`config.mk`:
```
export PLATFORM = sky130hd
export DESIGN_NAME = period_capture_chan
export DESIGN_NICKNAME = d
export VERILOG_FILES = /design/src/rtl/pcap_pkg.sv /design/src/rtl/pcap_edge_sync.sv /design/src/rtl/pcap_capture_pipe.sv /design/src/rtl/pcap_flag_ctrl.sv /design/src/rtl/period_capture_chan.sv
export SDC_FILE = /design/constraint.sdc
export NUM_CORES = 1
export LEC_CHECK = 0
export ABC_CLOCK_PERIOD_IN_PS = 1620
export BUFFER_PORTS_ARGS = -buffer_cell sky130_fd_sc_hd__buf_2
export CAP_MARGIN = 20
export CORE_MARGIN = 1.5
export CORE_UTILIZATION = 31
export CTS_BUF_LIST = sky130_fd_sc_hd__clkbuf_4 sky130_fd_sc_hd__clkbuf_8
export CTS_CLUSTER_DIAMETER = 40
export DETAILED_ROUTE_END_ITERATION = 8
export GPL_TIMING_DRIVEN = 0
export PLACE_DENSITY = 0.53
export SLEW_MARGIN = 15
export SYNTH_ARGS = -nofsm -noshare
export SYNTH_HDL_FRONTEND = slang
export SYNTH_SLANG_ARGS = --single-unit
```
`constraint.sdc`:
```
create_clock -name clk -period 1.62 [get_ports clk]
set_input_delay 0.081 -clock clk [delete_from_list [all_inputs] [get_ports clk]]
set_output_delay 0.081 -clock clk [all_outputs]
set_load 0.02 [all_outputs]
```
`src/rtl/pcap_pkg.sv`:
```
package pcap_pkg;
    localparam int MODE_W      = 4;
    localparam logic [MODE_W-1:0] PERIOD_MODE = 4'b0010;
endpackage

```
`src/rtl/pcap_edge_sync.sv`:
```
module pcap_edge_sync #(
    parameter int STAGES = 2
) (
    input  logic clk,
    input  logic rst_n,
    input  logic pin_i,
    input  logic fall_sel_i,
    output logic level_o,
    output logic strobe_o
);
    typedef struct packed {
        logic [STAGES-1:0] chain;
        logic              prev;
    } sync_t;

    sync_t st_d, st_q;
    logic  rise, fall;

    always_comb begin
        st_d       = st_q;
        st_d.chain = {st_q.chain[STAGES-2:0], pin_i};
        st_d.prev  = st_q.chain[STAGES-1];
    end

    always_ff @(posedge clk or negedge rst_n) begin
        if (!rst_n) st_q <= '0;
        else        st_q <= st_d;
    end

    assign level_o  = st_q.chain[STAGES-1];
    assign rise     = st_q.chain[STAGES-1] & ~st_q.prev;
    assign fall     = ~st_q.chain[STAGES-1] & st_q.prev;
    assign strobe_o = fall_sel_i ? fall : rise;

    // one qualifying edge gives a strobe one clock wide
    a_r2_single_strobe: assert property (@(posedge clk) disable iff (!rst_n)
        strobe_o |=> !strobe_o);
endmodule

```
`src/rtl/pcap_capture_pipe.sv`:
```
module pcap_capture_pipe #(
    parameter int CNT_W = 16
) (
    input  logic             clk,
    input  logic             rst_n,
    input  logic             en_i,
    input  logic             pol_i,
    input  logic             strobe_i,
    input  logic [CNT_W-1:0] tbase_i,
    output logic [CNT_W-1:0] reg_a_o,
    output logic [CNT_W-1:0] reg_b_o,
    output logic             take_o,
    output logic             set_flag_o
);
    typedef struct packed {
        logic [CNT_W-1:0] a;
        logic [CNT_W-1:0] b1;
        logic [CNT_W-1:0] b2;
        logic             seen;
        logic             pol;
    } pipe_t;

    pipe_t st_d, st_q;
    logic  take, armed;

    assign take  = en_i & strobe_i;
    assign armed = en_i & st_q.seen & (pol_i == st_q.pol);

    always_comb begin
        st_d     = st_q;
        st_d.pol = pol_i;
        if (!en_i || (pol_i != st_q.pol)) st_d.seen = 1'b0;
        if (take) begin
            st_d.a    = tbase_i;
            st_d.b2   = st_q.b1;
            st_d.b1   = tbase_i;
            st_d.seen = 1'b1;
        end
    end

    always_ff @(posedge clk or negedge rst_n) begin
        if (!rst_n) st_q <= '0;
        else        st_q <= st_d;
    end

    assign reg_a_o    = st_q.a;
    assign reg_b_o    = st_q.b2;
    assign take_o     = take;
    assign set_flag_o = take & armed;

    // capture loads the counter bus into A
    a_r3_load_a: assert property (@(posedge clk) disable iff (!rst_n)
        take |=> st_q.a == $past(tbase_i));
    // the older hidden stage moves into B
    a_r4_shift_b: assert property (@(posedge clk) disable iff (!rst_n)
        take |=> st_q.b2 == $past(st_q.b1));
    // outside the mode the registers hold
    a_r1_hold_off_mode: assert property (@(posedge clk) disable iff (!rst_n)
        !en_i |=> ($stable(st_q.a) && $stable(st_q.b2)));
endmodule

```
`src/rtl/pcap_flag_ctrl.sv`:
```
module pcap_flag_ctrl (
    input  logic clk,
    input  logic rst_n,
    input  logic set_i,
    input  logic clr_i,
    output logic flag_o
);
    typedef struct packed {
        logic flag;
    } flag_t;

    flag_t st_d, st_q;

    always_comb begin
        st_d = st_q;
        if (set_i)      st_d.flag = 1'b1;
        else if (clr_i) st_d.flag = 1'b0;
    end

    always_ff @(posedge clk or negedge rst_n) begin
        if (!rst_n) st_q <= '0;
        else        st_q <= st_d;
    end

    assign flag_o = st_q.flag;

    // flag is sticky without a clear
    a_r8_sticky: assert property (@(posedge clk) disable iff (!rst_n)
        (flag_o && !clr_i) |=> flag_o);
    // a set wins over a simultaneous clear
    a_r9_set_wins: assert property (@(posedge clk) disable iff (!rst_n)
        (set_i && clr_i) |=> flag_o);
endmodule

```
`src/rtl/period_capture_chan.sv`:
```
module period_capture_chan #(
    parameter int CNT_W       = 16,
    parameter int SYNC_STAGES = 2
) (
    input  logic                      clk,
    input  logic                      rst_n,
    input  logic [CNT_W-1:0]          tbase_i,
    input  logic                      pin_i,
    input  logic [pcap_pkg::MODE_W-1:0] mode_i,
    input  logic                      fall_sel_i,
    input  logic                      flag_clr_i,
    output logic                      pin_level_o,
    output logic [CNT_W-1:0]          reg_a_o,
    output logic [CNT_W-1:0]          reg_b_o,
    output logic                      flag_o
);
    import pcap_pkg::*;

    logic active, strobe, take, set_flag;

    assign active = (mode_i == PERIOD_MODE);

    pcap_edge_sync #(.STAGES(SYNC_STAGES)) u_sync (
        .clk        (clk),
        .rst_n      (rst_n),
        .pin_i      (pin_i),
        .fall_sel_i (fall_sel_i),
        .level_o    (pin_level_o),
        .strobe_o   (strobe)
    );

    pcap_capture_pipe #(.CNT_W(CNT_W)) u_pipe (
        .clk        (clk),
        .rst_n      (rst_n),
        .en_i       (active),
        .pol_i      (fall_sel_i),
        .strobe_i   (strobe),
        .tbase_i    (tbase_i),
        .reg_a_o    (reg_a_o),
        .reg_b_o    (reg_b_o),
        .take_o     (take),
        .set_flag_o (set_flag)
    );

    pcap_flag_ctrl u_flag (
        .clk    (clk),
        .rst_n  (rst_n),
        .set_i  (set_flag),
        .clr_i  (flag_clr_i),
        .flag_o (flag_o)
    );

    // no capture outside the period mode
    a_r1_no_take_off_mode: assert property (@(posedge clk) disable iff (!rst_n)
        !active |-> !take);
    // a capture that is not armed leaves a clear flag clear
    a_r5_first_quiet: assert property (@(posedge clk) disable iff (!rst_n)
        (take && !set_flag && !flag_o) |=> !flag_o);
    // an armed capture raises the flag
    a_r6_flag_on_set: assert property (@(posedge clk) disable iff (!rst_n)
        set_flag |=> flag_o);
endmodule

```
==> results.json <==
{
  "syn_to_final_growth_pct": 30.00,
  "worstHoldPathType": "in2reg",
  "critPathTopFamily": "flip-flops",
  "synth-simple-area-share": 0.02937,
  "crit_start": "u_sync.level_o$_DFF_PN0_",
  "grt_pass1_vias": 1083,
  "num-nets-final": 210,
  "drc": 0,
  "cts.clk_slew.worst_paths_ps": 80,
  "crit_cells": 4,
  "syn-cell-area_um2": 1789,
  "drv_cap": 0,
  "rows": 27,
  "die_h_um": 78.97,
  "vias": 1023,
  "io_pins": 59,
  "vdd_drop_max_mv": 0.8052,
  "synth_compound_area_frac": 0.01678,
  "hold_violations": 0,
  "rr_startpoint": "u_sync.level_o$_DFF_PN0_",
  "status": "finished clean",
  "yosys.area.top_type": "dfrtp_1",
  "syn-num-nets": 140,
  "place_congestion": 0.6548,
  "dr.pass1.iters": 3,
  "io_buffers": 58,
  "cpPeakStageDelay_ps": 380,
  "clock_path_buffers": 2,
  "grt-busiest-layer": "met2",
  "clk_latency_ps": 280,
  "drive_above_1_share": 0.7366,
  "grt_antenna_before_repair": 0,
  "synth_top_family_by_area": "multiplexers",
  "synth_area_per_cell_um2": 15.56,
  "dpl.hpwl_um": 2206,
  "syn_inst": 115,
  "path_buf_inv": 1,
  "cp_cell_sequence": "and3b_1 > o21ai_4 > buf_6 > mux2_4",
  "die_area_um2": 6236,
  "max_freq_ghz": 0.6622,
  "cp_slowest_cell": "dfrtp_1",
  "crit_path_end_kind": "flip-flop",
  "worstMarginPinSlew_ps": 829.8,
  "timing.rr.end": "u_pipe.reg_b_o[4]$_DFFE_PN0P_",
  "cts_num_sinks": 38,
  "path_class": "reg2reg",
  "synth_fa_ha_area_frac": 0,
  "grt_max_degree": 39,
  "cts_tree": "built",
  "final_util": 0.4198,
  "grt_pass1_wl_um": 5181,
  "grtUsageTotal": 0.1097,
  "fp.coreArea_um2": 5540,
  "wire_per_inst_um": 11.98,
  "synth_area_leaders": "dfrtp_1 53%, mux2_4 24%, buf_4 13%, buf_6 1.9%, mux2_2 1.9%",
  "clock_skew_ps": 2.816,
  "grtUsageMet3": 0.03793,
  "cts-root-buf": "clkbuf_8",
  "ant_nets": 0,
  "numCtsBuffers": 5,
  "critPathMaxFanout": 10,
  "met1_usage": 0.1333,
  "synth_top_area_frac": 0.5315,
  "rsz0062_at_grt": "no",
  "gr-total-overflow": 0,
  "muxShareOfSynthArea": 0.2622,
  "cts_resized": 0,
  "relSlewSlack": 0.4468,
  "start_util": 0.3229,
  "p_leak_uw": 0.001348,
  "cp-start-kind": "flip-flop",
  "post-route-period-util": 0.9322,
  "cp-endpoint": "u_pipe.reg_b_o[4]$_DFFE_PN0P_",
  "synth.yosys.seq_area_share": 0.5315,
  "cp_data_required_time_ps": 1790,
  "reg2reg_slack_ps": 110,
  "viasPerCell": 3.965,
  "tns_ps": 0,
  "met2_usage": 0.1812,
  "finalCriticalPeriod_ps": 1510,
  "synth_xor_area_frac": 0.004895,
  "h-tree-depth": 2,
  "powerDensity_nw_per_um2": 1164,
  "cp.arrival_ps": 1680,
  "r2r_cells": 4,
  "yosysWarningCount": 0,
  "first_iter_violations": 38,
  "fp.dieW_um": 78.97,
  "finalSetupViolCount": 0,
  "synth_seq_cells": 38,
  "num_antenna_cells": 0,
  "slew_viol_final": 0,
  "ys_types": 15,
  "routed_wirelength_um": 3090
}
-- registers in the layout, indices dropped and copies added, names as in the netlist --
signal	flops
u_pipe.reg_a_o	16
u_pipe.reg_b_o	16
u_pipe.st_q	2
u_flag.flag_o	1
u_sync.level_o	1
u_sync.st_d	1
u_sync.st_q	1
-- layout by cell type (no fill, tap or decap), types with 2 or more instances in the layout --
cell type      instances
buf_4                 33
mux2_4                29
dlygate4sd3_1          4
clkbuf_8               5
buf_6                  3
mux2_2                 3
buf_2                 58
dfrtp_1               38
clkinv_2               2
-- report_power, final --
part	switching, µW	total, µW	internal, µW
clock network	327	780	453
logic	312	749	437
registers	95.7	1180	1080
-- worst register-to-register path, cell delays in order (launching register included) --
cell and delay, ps:
dfrtp_1 380, and3b_1 230, o21ai_4 240, buf_6 230, mux2_4 320
-- final cells by class --
class                           count  area (µm²)
Sequential cell                    38       950.9
Tap cell                           72       90.09
Clock buffer                        5       68.82
Inverter                            1       3.754
Timing Repair Buffer               63       337.8
Clock inverter                      3       40.04
Multi-Input combinational cell     41       560.5
Fill cell                         535        3214
Buffer                             35       274.0
-- cells in the mapped netlist --
library cell and count:
a21boi_0 1, mux2_2 3, inv_1 1, buf_6 3
mux2_4 29, xnor2_1 1, dfrtp_1 38, nor4b_4 1
buf_4 32, o21ai_4 1, o22ai_1 1, nand2_1 1
nor3b_2 1, nor2_1 1, and3b_1 1
-- through the flow --
| step | area, µm² | setup WS [ps] | hold WS, ps | cells | power, µW |
|---|---|---|---|---|---|
| after global routing | 2326 | 25.78 | 0.9061 | 258 | 2874 |
| after CTS | 2318 | 58.56 | 6.387 | 257 | 2751 |
| after floorplan | 1789 | 102.9 | -214.6 | 115 | 1736 |
| after detailed placement | 2170 | 73.34 | 194.4 | 245 | 1950 |
| final | 2326 | 109.9 | 20.22 | 258 | 2709 |
| after global placement | 2170 | 113.5 | 191.0 | 245 | 1936 |
-- cells by family after synthesis --
logic type,Yosys count
flops,38
buf+inv,36
mux,32
simple gates,5
compound gates,3
xor+xnor,1
-- metal layers --
| metal | share of wire | vias up | wire, µm |
|---|---|---|---|
| met5 | 0 | - | 0 |
| met4 | 0.0074 | 0 | 23 |
| met3 | 0.075 | 3 | 231 |
| met2 | 0.47 | 41 | 1450 |
| met1 | 0.45 | 484 | 1384 |
| li1 | - | 495 | - |
-- worst min-delay path by stage --
| stage | start | end | slack [ps] | depth (start not counted) |
|---|---|---|---|---|
| 3_5_place_dp | pin_i | u_sync.st_d[2]$_DFF_PN0_ | 190 | 1 |
| 5_1_grt | tbase_i[11] | u_pipe.reg_a_o[11]$_DFFE_PN0P_ | 0.9 | 2 |
| 2_1_floorplan | rst_n | u_flag.flag_o$_DFFE_PN0P_ | -210 | 0 |
| 4_1_cts | tbase_i[14] | u_pipe.reg_a_o[14]$_DFFE_PN0P_ | 6 | 2 |
| 3_3_place_gp | pin_i | u_sync.st_d[2]$_DFF_PN0_ | 190 | 1 |
| 6_report | tbase_i[7] | u_pipe.reg_a_o[7]$_DFFE_PN0P_ | 20 | 2 |
-- repair_timing --
action | in CTS | in global routing
hold endpoints to repair | 41 | 0
hold buffers | 4 | 0
setup endpoints to repair | 0 | 3
setup buffers | 0 | 1
Note: power is estimated with default switching activity, not from simulation.
